==> config.mk <==
export PLATFORM = sky130hd
export DESIGN_NAME = pwm_adv_gen
export DESIGN_NICKNAME = d
export VERILOG_FILES = /design/src/rtl/pwm_adv_pkg.sv /design/src/rtl/pwm_period_ctr.sv /design/src/rtl/pwm_duty_latch.sv /design/src/rtl/pwm_out_stage.sv /design/src/rtl/pwm_adv_gen.sv
export SDC_FILE = /design/constraint.sdc
export NUM_CORES = 1
export LEC_CHECK = 0
export ABC_AREA = 1
export CORE_MARGIN = 8
export CORE_UTILIZATION = 50
export CTS_CLUSTER_DIAMETER = 40
export DETAILED_ROUTE_END_ITERATION = 12
export DONT_BUFFER_PORTS = 1
export PLACE_DENSITY = 0.76
export REMOVE_ABC_BUFFERS = 1
export SYNTH_ARGS = -nofsm -noshare
export SYNTH_HDL_FRONTEND = slang
export SYNTH_HIERARCHICAL = 1
export SYNTH_SLANG_ARGS = --single-unit
==> constraint.sdc <==
create_clock -name clk_i -period 4.8 [get_ports clk_i]
set_clock_uncertainty 0.15 [all_clocks]
set_input_delay 0.96 -clock clk_i [delete_from_list [all_inputs] [get_ports clk_i]]
set_output_delay 0.96 -clock clk_i [all_outputs]
set_load 0.05 [all_outputs]
==> src/rtl/pwm_adv_pkg.sv <==
package pwm_adv_pkg;
  localparam int unsigned PWM_W_MIN = 2;
  localparam int unsigned PWM_W_MAX = 32;

  function automatic bit width_ok(int unsigned w);
    return (w >= PWM_W_MIN) && (w <= PWM_W_MAX);
  endfunction
endpackage

==> src/rtl/pwm_period_ctr.sv <==
module pwm_period_ctr #(
  parameter int unsigned W = 8
) (
  input  logic         clk_i,
  input  logic         rst_ni,
  input  logic         adv_i,
  output logic [W-1:0] cnt_o,
  output logic         first_o
);
  // last step is 2^W-2, so all-ones duty stays above every count
  localparam logic [W-1:0] LAST = {{(W-1){1'b1}}, 1'b0};

  logic [W-1:0] cnt_q;

  always_ff @(posedge clk_i or negedge rst_ni) begin
    if (!rst_ni) begin
      cnt_q <= '0;
    end else if (adv_i) begin
      if (cnt_q == LAST) cnt_q <= '0;
      else               cnt_q <= cnt_q + 1'b1;
    end
  end

  assign cnt_o   = cnt_q;
  assign first_o = (cnt_q == '0);
endmodule

==> src/rtl/pwm_duty_latch.sv <==
module pwm_duty_latch #(
  parameter int unsigned W = 8
) (
  input  logic         clk_i,
  input  logic         rst_ni,
  input  logic         load_i,
  input  logic         first_i,
  input  logic [W-1:0] duty_i,
  output logic [W-1:0] duty_eff_o,
  output logic [W-1:0] duty_q_o
);
  logic [W-1:0] duty_q;

  always_ff @(posedge clk_i or negedge rst_ni) begin
    if (!rst_ni)     duty_q <= '0;
    else if (load_i) duty_q <= duty_i;
  end

  // step 0 uses the incoming word directly so the new period starts on it
  assign duty_eff_o = first_i ? duty_i : duty_q;
  assign duty_q_o   = duty_q;
endmodule

==> src/rtl/pwm_out_stage.sv <==
module pwm_out_stage #(
  parameter int unsigned W = 8
) (
  input  logic         clk_i,
  input  logic         rst_ni,
  input  logic         adv_i,
  input  logic [W-1:0] cnt_i,
  input  logic [W-1:0] duty_i,
  output logic         pwm_o
);
  logic pwm_q;

  always_ff @(posedge clk_i or negedge rst_ni) begin
    if (!rst_ni)    pwm_q <= 1'b0;
    else if (adv_i) pwm_q <= (cnt_i < duty_i);
  end

  assign pwm_o = pwm_q;
endmodule

==> src/rtl/pwm_adv_gen.sv <==
module pwm_adv_gen
  import pwm_adv_pkg::*;
#(
  parameter int unsigned W = 8
) (
  input  logic         clk_i,
  input  logic         rst_ni,
  input  logic         adv_i,
  input  logic [W-1:0] duty_i,
  output logic         pwm_o
);
  logic [W-1:0] cnt;
  logic         first;
  logic [W-1:0] duty_eff;
  logic [W-1:0] duty_q;

  generate
    if (!width_ok(W)) begin : g_bad_w
      $error("pwm_adv_gen: W out of range");
    end
  endgenerate

  pwm_period_ctr #(.W(W)) u_ctr (
    .clk_i   (clk_i),
    .rst_ni  (rst_ni),
    .adv_i   (adv_i),
    .cnt_o   (cnt),
    .first_o (first)
  );

  pwm_duty_latch #(.W(W)) u_duty (
    .clk_i      (clk_i),
    .rst_ni     (rst_ni),
    .load_i     (adv_i & first),
    .first_i    (first),
    .duty_i     (duty_i),
    .duty_eff_o (duty_eff),
    .duty_q_o   (duty_q)
  );

  pwm_out_stage #(.W(W)) u_out (
    .clk_i  (clk_i),
    .rst_ni (rst_ni),
    .adv_i  (adv_i),
    .cnt_i  (cnt),
    .duty_i (duty_eff),
    .pwm_o  (pwm_o)
  );
endmodule

== Yosys cells after proc, flatten, opt, wreduce, memory -nomap -nowiden ==
Cells that the tools add are included.
W data, S select, Z words.

* Shift operators: 0
* Reduce and logical (&&, ||, !) cells: 1
* Div/mod/pow operators: 0
* $mul: 0
* Bitwise gates (word level): 1
* Muxes and demuxes: 2
* Order comparisons: 1
* Add/subtract/negate cells: 1
* Equality and inequality tests: 1

{| class="wikitable"
|+ Operators with widths
! operator !! number
|-
| $mux W8 || 2
|-
| $add A8 B1 Y8 const B || 1
|-
| $eq A8 B8 Y1 const B || 1
|-
| $logic_not A8 Y1 || 1
|-
| $lt A8 B8 Y1 || 1
|-
| $and A1 B1 Y1 || 1
|}

* Bits of input ports: 11
* Memories: 0
* Bits in latches: 0
* Logic and storage cells: 10
* RAM bits: 0
* Register bits after elaboration: 17
* Memory bits (read-only): 0

== Longest topological paths before layout ==
* Depth in word-level cells: 3
* Mapped depth: 17
* Mapped depth without buffers: 16

== Modules after synthesis ==
Netlist, hierarchy kept.

{| class="wikitable"
|+ By module, submodules not included
! module !! instances !! sequential area each (um2) !! cells each !! area an instance (um2)
|-
| pwm_period_ctr || 1 || 200.2 || 69 || 500.5
|-
| pwm_duty_latch || 1 || 200.2 || 60 || 410.4
|-
| pwm_out_stage || 1 || 25.0 || 39 || 236.5
|-
| pwm_adv_gen || 1 || 0.0 || 2 || 7.5
|}

== Worst setup path after synthesis ==
OpenSTA, ideal clock, no wires.

* Path kind: register to register
* Start: reg u_ctr.cnt_q[0] (netlist: u_ctr/cnt_o[0])
* End: reg u_out.pwm_q (netlist: u_out/pwm_o)
* Arrival time: 1.714 ns
* Stages on the path, launching flop included: 16
* Clock period less this slack: 1.982 ns
* Path buffers: 1
* Setup slack: 2.818 ns
* Cells stage by stage: dfrtp_1 > inv_1 > ha_1 > nand4_1 > nor2_1 > buf_6 > inv_2 > nand2_1 > nand2_1 > inv_1 > ha_1 > nand2_1 > nor2_1 > nor2_2 > nand2_1 > nand2_1

* Word-level cells in the longest chain between the ends: 3

{| class="wikitable"
|+ RTL lines
! item !! RTL line !! RTL
|-
| from (decl) || pwm_period_ctr.sv:13 || <nowiki>logic [W-1:0] cnt_q;</nowiki>
|-
| from (signal assigned) || pwm_period_ctr.sv:20 || <nowiki>else cnt_q <= cnt_q + 1'b1;</nowiki>
|-
| $logic_not A8 Y1 || pwm_period_ctr.sv:25 || <nowiki>assign first_o = (cnt_q == '0);</nowiki>
|-
| named net first || pwm_adv_gen.sv:13 || <nowiki>logic first;</nowiki>
|-
| $mux W8 || pwm_duty_latch.sv:20 || <nowiki>assign duty_eff_o = first_i ? duty_i : duty_q;</nowiki>
|-
| named net duty_eff[7] || pwm_adv_gen.sv:14 || <nowiki>logic [W-1:0] duty_eff;</nowiki>
|-
| $lt A8 B8 Y1 || pwm_out_stage.sv:15 || <nowiki>else if (adv_i) pwm_q <= (cnt_i < duty_i);</nowiki>
|-
| to (signal assigned) || pwm_out_stage.sv:15 ||
|-
| to (decl) || pwm_out_stage.sv:11 || <nowiki>logic pwm_q;</nowiki>
|}

The timed path passes the listed nets, and every way through them passes these cells.
A chain may end at the register's enable or synchronous reset.

== Final worst setup path ==
Ends and elaborated chain as after synthesis.

==> implementation parameters <==
Parameter                              Value

Outcome
  Outcome ... completed

GRT
  GRT Residual Overflow ... 0
  Antenna violations before repair ... 0
  GRT Total Usage ... 12.8%
  First-pass GRT wire length ... 4280 µm
  Vias in the first global route ... 1021
  Largest net degree at the start of global routing ... 18

Critical path
  R2R depth ... 14
  Startpoint of the worst-slack reg-to-reg timing path ... u_ctr/cnt_o[0]
  Critical R2R Capture ... u_out/pwm_o
  Arrival time of data at the critical path endpoint ... 2.57 ns
  Critical path fanouts, max ... 10
  Type of the worst setup path ... register to register
  Register-to-register setup slack ... 2.31 ns
  Required @ worst endpoint ... 4.89 ns
  Endpoint type of the worst setup path ... register
  Critical Path Source Type ... register

Clocking
  Postcts setup bufs ... 0
  Clk_lat worst skew ... 0.30 ns
  Number of clock buffers inserted by TritonCTS ... 3
  Number of clock sinks ... 17
  TritonCTS clock tree ... done
  CTS H-tree lvls ... 1
  Gates resized, CTS repair ... 0
  Clock-pin slew on the worst setup and hold paths ... 0.10 ns
  Clock Root Buffer ... clkbuf_4
  Number of buffers on the longest clock path ... 2
  Hold_buf cts ... 0

Cells and area
  Core Util, Final ... 54.5%
  Most common library cell in the layout ignoring fill and taps ... nand2_1
  Fill cells ... 213
  FF/Latch Area ... 425 µm²
  Area growth syn-to-layout ... 3.36%
  Combined area of the multi-input logic cells ... 613 µm²
  Net count of the finished layout ... 194
  Final antenna diode count ... 0
  Commonest non-fill, non-tap cells in the layout ... nand2_1, inv_1, dfrtp_1
  Non-filler cells, final ... 200
  Ratio of cells with drive above 1 in the final layout ... 7.56%

Synthesis
  Synth Warn # ... 6
  Unique masters post-synth ... 16
  Post-Syn Instances ... 170
  Post-synthesis cell area ... 1150 µm²
  Seq/Total Area, Yosys ... 36.8%
  Post-Synthesis Mean Instance Area ... 6.79 µm²
  Synth area leaders ... dfrtp_1, nand2_1, ha_1
  Cell type contributing the most total cell area after synthesis ... dfrtp_1
  Area share of the largest cell type after synthesis ... 36.8%
  Register bit count reported by yosys ... 17

Route
  Met2 routed wirelength ... 1170 µm
  WL final ... 2410 µm
  Number of remaining DRC errors ... 0
  Max Used Layer ... met4
  Final routed wire length divided by cell count ... 12.0 µm
  Average vias per placed instance ... 5.08
  Number of nets with antenna violations after detailed routing ... 0
  Met1 routed wirelength after detailed routing ... 1030 µm
  DR vias ... 1015
  Violation count after the first detailed-routing iteration ... 48
  Sum of met3 wire segment lengths after detailed routing ... 153 µm
  Number of iterations in the first detailed-routing pass ... 4

Placement
  Placed insts ... 196
  Count of input and output buffers ... 0
  Estimated wirelength of the detail-placed design ... 1880 µm
  Final Wtd Congestion ... 0.824

STA
  Peak Freq ... 402 MHz
  Total count of max-transition violations in the final report ... 0
  Worst hold-check slack ... 0.192 ns
  Endpoints failing setup ... 0
  Time the final worst path needs with I/O delays and setup ... 2.49 ns
  Unrepaired setup endpoints after global routing ... no
  Measured slew at the worst slew-check pin ... 0.614 ns
  Worst-case headroom to the max-slew limit ... 58.9%
  Accumulated negative setup slack ... 0 ns
  Hold Fails Final Rpt ... 0
  Final worst-path cycle share ... 51.8%

Floorplan
  Die Span Y ... 64.1 µm
  I/O pin count ... 12
  Row cnt ... 17
  Floorplan core area ... 2190 µm²
  Die Span X ... 64.1 µm
  Starting density of the core ... 52.7%
  DIE AREA ... 4100 µm²

Power and ir drop
  Int Power ... 320 µW
  Highest ir drop seen on vdd ... 0.242 mV
  Switch share ... 45.2%
  Clock power frac ... 13.5%
  Switching power summed over all nets ... 264 µW
  Proportion of power drawn by combinational gates ... 41.4%
  PD cells ... 489 nW/µm²
  Overall power consumption ... 584 µW
  Leakage power total ... 0.000687 µW
  Sequential share of power ... 45.1%

Job
  Max-cap violations ... 0

Hold path
  Hold Crit Class ... input port to asynchronous set/reset pin
==> power groups by stage <==
stage          Sequential, µW  Clock, µW  Combinational [µW]
5_1_grt                   272       87.4                 284
6_report                  263       78.6                 242
3_3_place_gp              263          0                 224
2_1_floorplan             247          0                 199
3_5_place_dp              266          0                 239
4_1_cts                   263       84.3                 241
==> cells by family after synthesis <==
kind of cell    after synthesis  share of synthesized area, %
compound gates                8                          3.47
flops                        17                          36.8
fa+ha+maj                    10                          10.8
simple gates                108                          38.8
buf+inv                      27                          10.1
==> layer usage <==
metal,up-vias,GRT usage [%]
met5,-,0
met1,461,13.8
met2,26,22.6
met4,0,7.24
li1,521,-
met3,7,2.96
==> final cells by class <==
cell class              count  share of cell area (%)
multi-input cells         126                    51.4
well taps                  28                    2.94
clock buffers               4                    2.20
inverters                  25                    7.86
flip-flops and latches     17                    35.6
==> metrics by stage <==
stage / area (µm²) / setup WS [ns]
after floorplan: 1130 / 2.65
after global placement: 1170 / 2.49
after detailed placement: 1170 / 2.35
after CTS: 1190 / 2.31
after global routing: 1190 / 2.11
final: 1190 / 2.31
==> critical path: stages (launching register included) <==
cell and delay (ns):
dfrtp_1 0.44, inv_1 0.13, ha_1 0.16, nand4_1 0.09, nor2_1 0.48, inv_2 0.17, nand2_1 0.09, nand2_1 0.05
inv_1 0.05, ha_1 0.24, a21oi_1 0.15, nand2_1 0.07, nand2_1 0.06, nand2_1 0.04, nand2_1 0.04
==> how the worst max path moves through the flow <==
| stage | startpoint | to |
|---|---|---|
| 2_1_floorplan | u_ctr/cnt_o[0] | u_out/pwm_o |
| 3_3_place_gp | u_ctr/cnt_o[0] | u_out/pwm_o |
| 3_5_place_dp | u_ctr/cnt_o[0] | u_out/pwm_o |
| 4_1_cts | u_ctr/cnt_o[0] | u_out/pwm_o |
| 5_1_grt | u_ctr/cnt_o[0] | u_out/pwm_o |
| 6_report | u_ctr/cnt_o[0] | u_out/pwm_o |
==> sequential cells by signal, indices dropped and copies added, names as in the netlist <==
| signal | cells |
|---|---|
| u_ctr/cnt_o | 8 |
| u_duty/duty_q_o | 8 |
| u_out/pwm_o | 1 |
==> synthesized netlist by cell type <==
cell type / count
nand2_2: 2
nand4_1: 2
o21ai_0: 1
nor2_1: 13
o21ai_1: 2
dfrtp_1: 17
a21oi_1: 5
inv_1: 22
nor2_2: 2
buf_6: 2
nand3_2: 1
nand3_1: 5
ha_1: 10
inv_2: 3
nor2_4: 2
nand2_1: 81
Note: power is estimated with default switching activity, not from simulation.
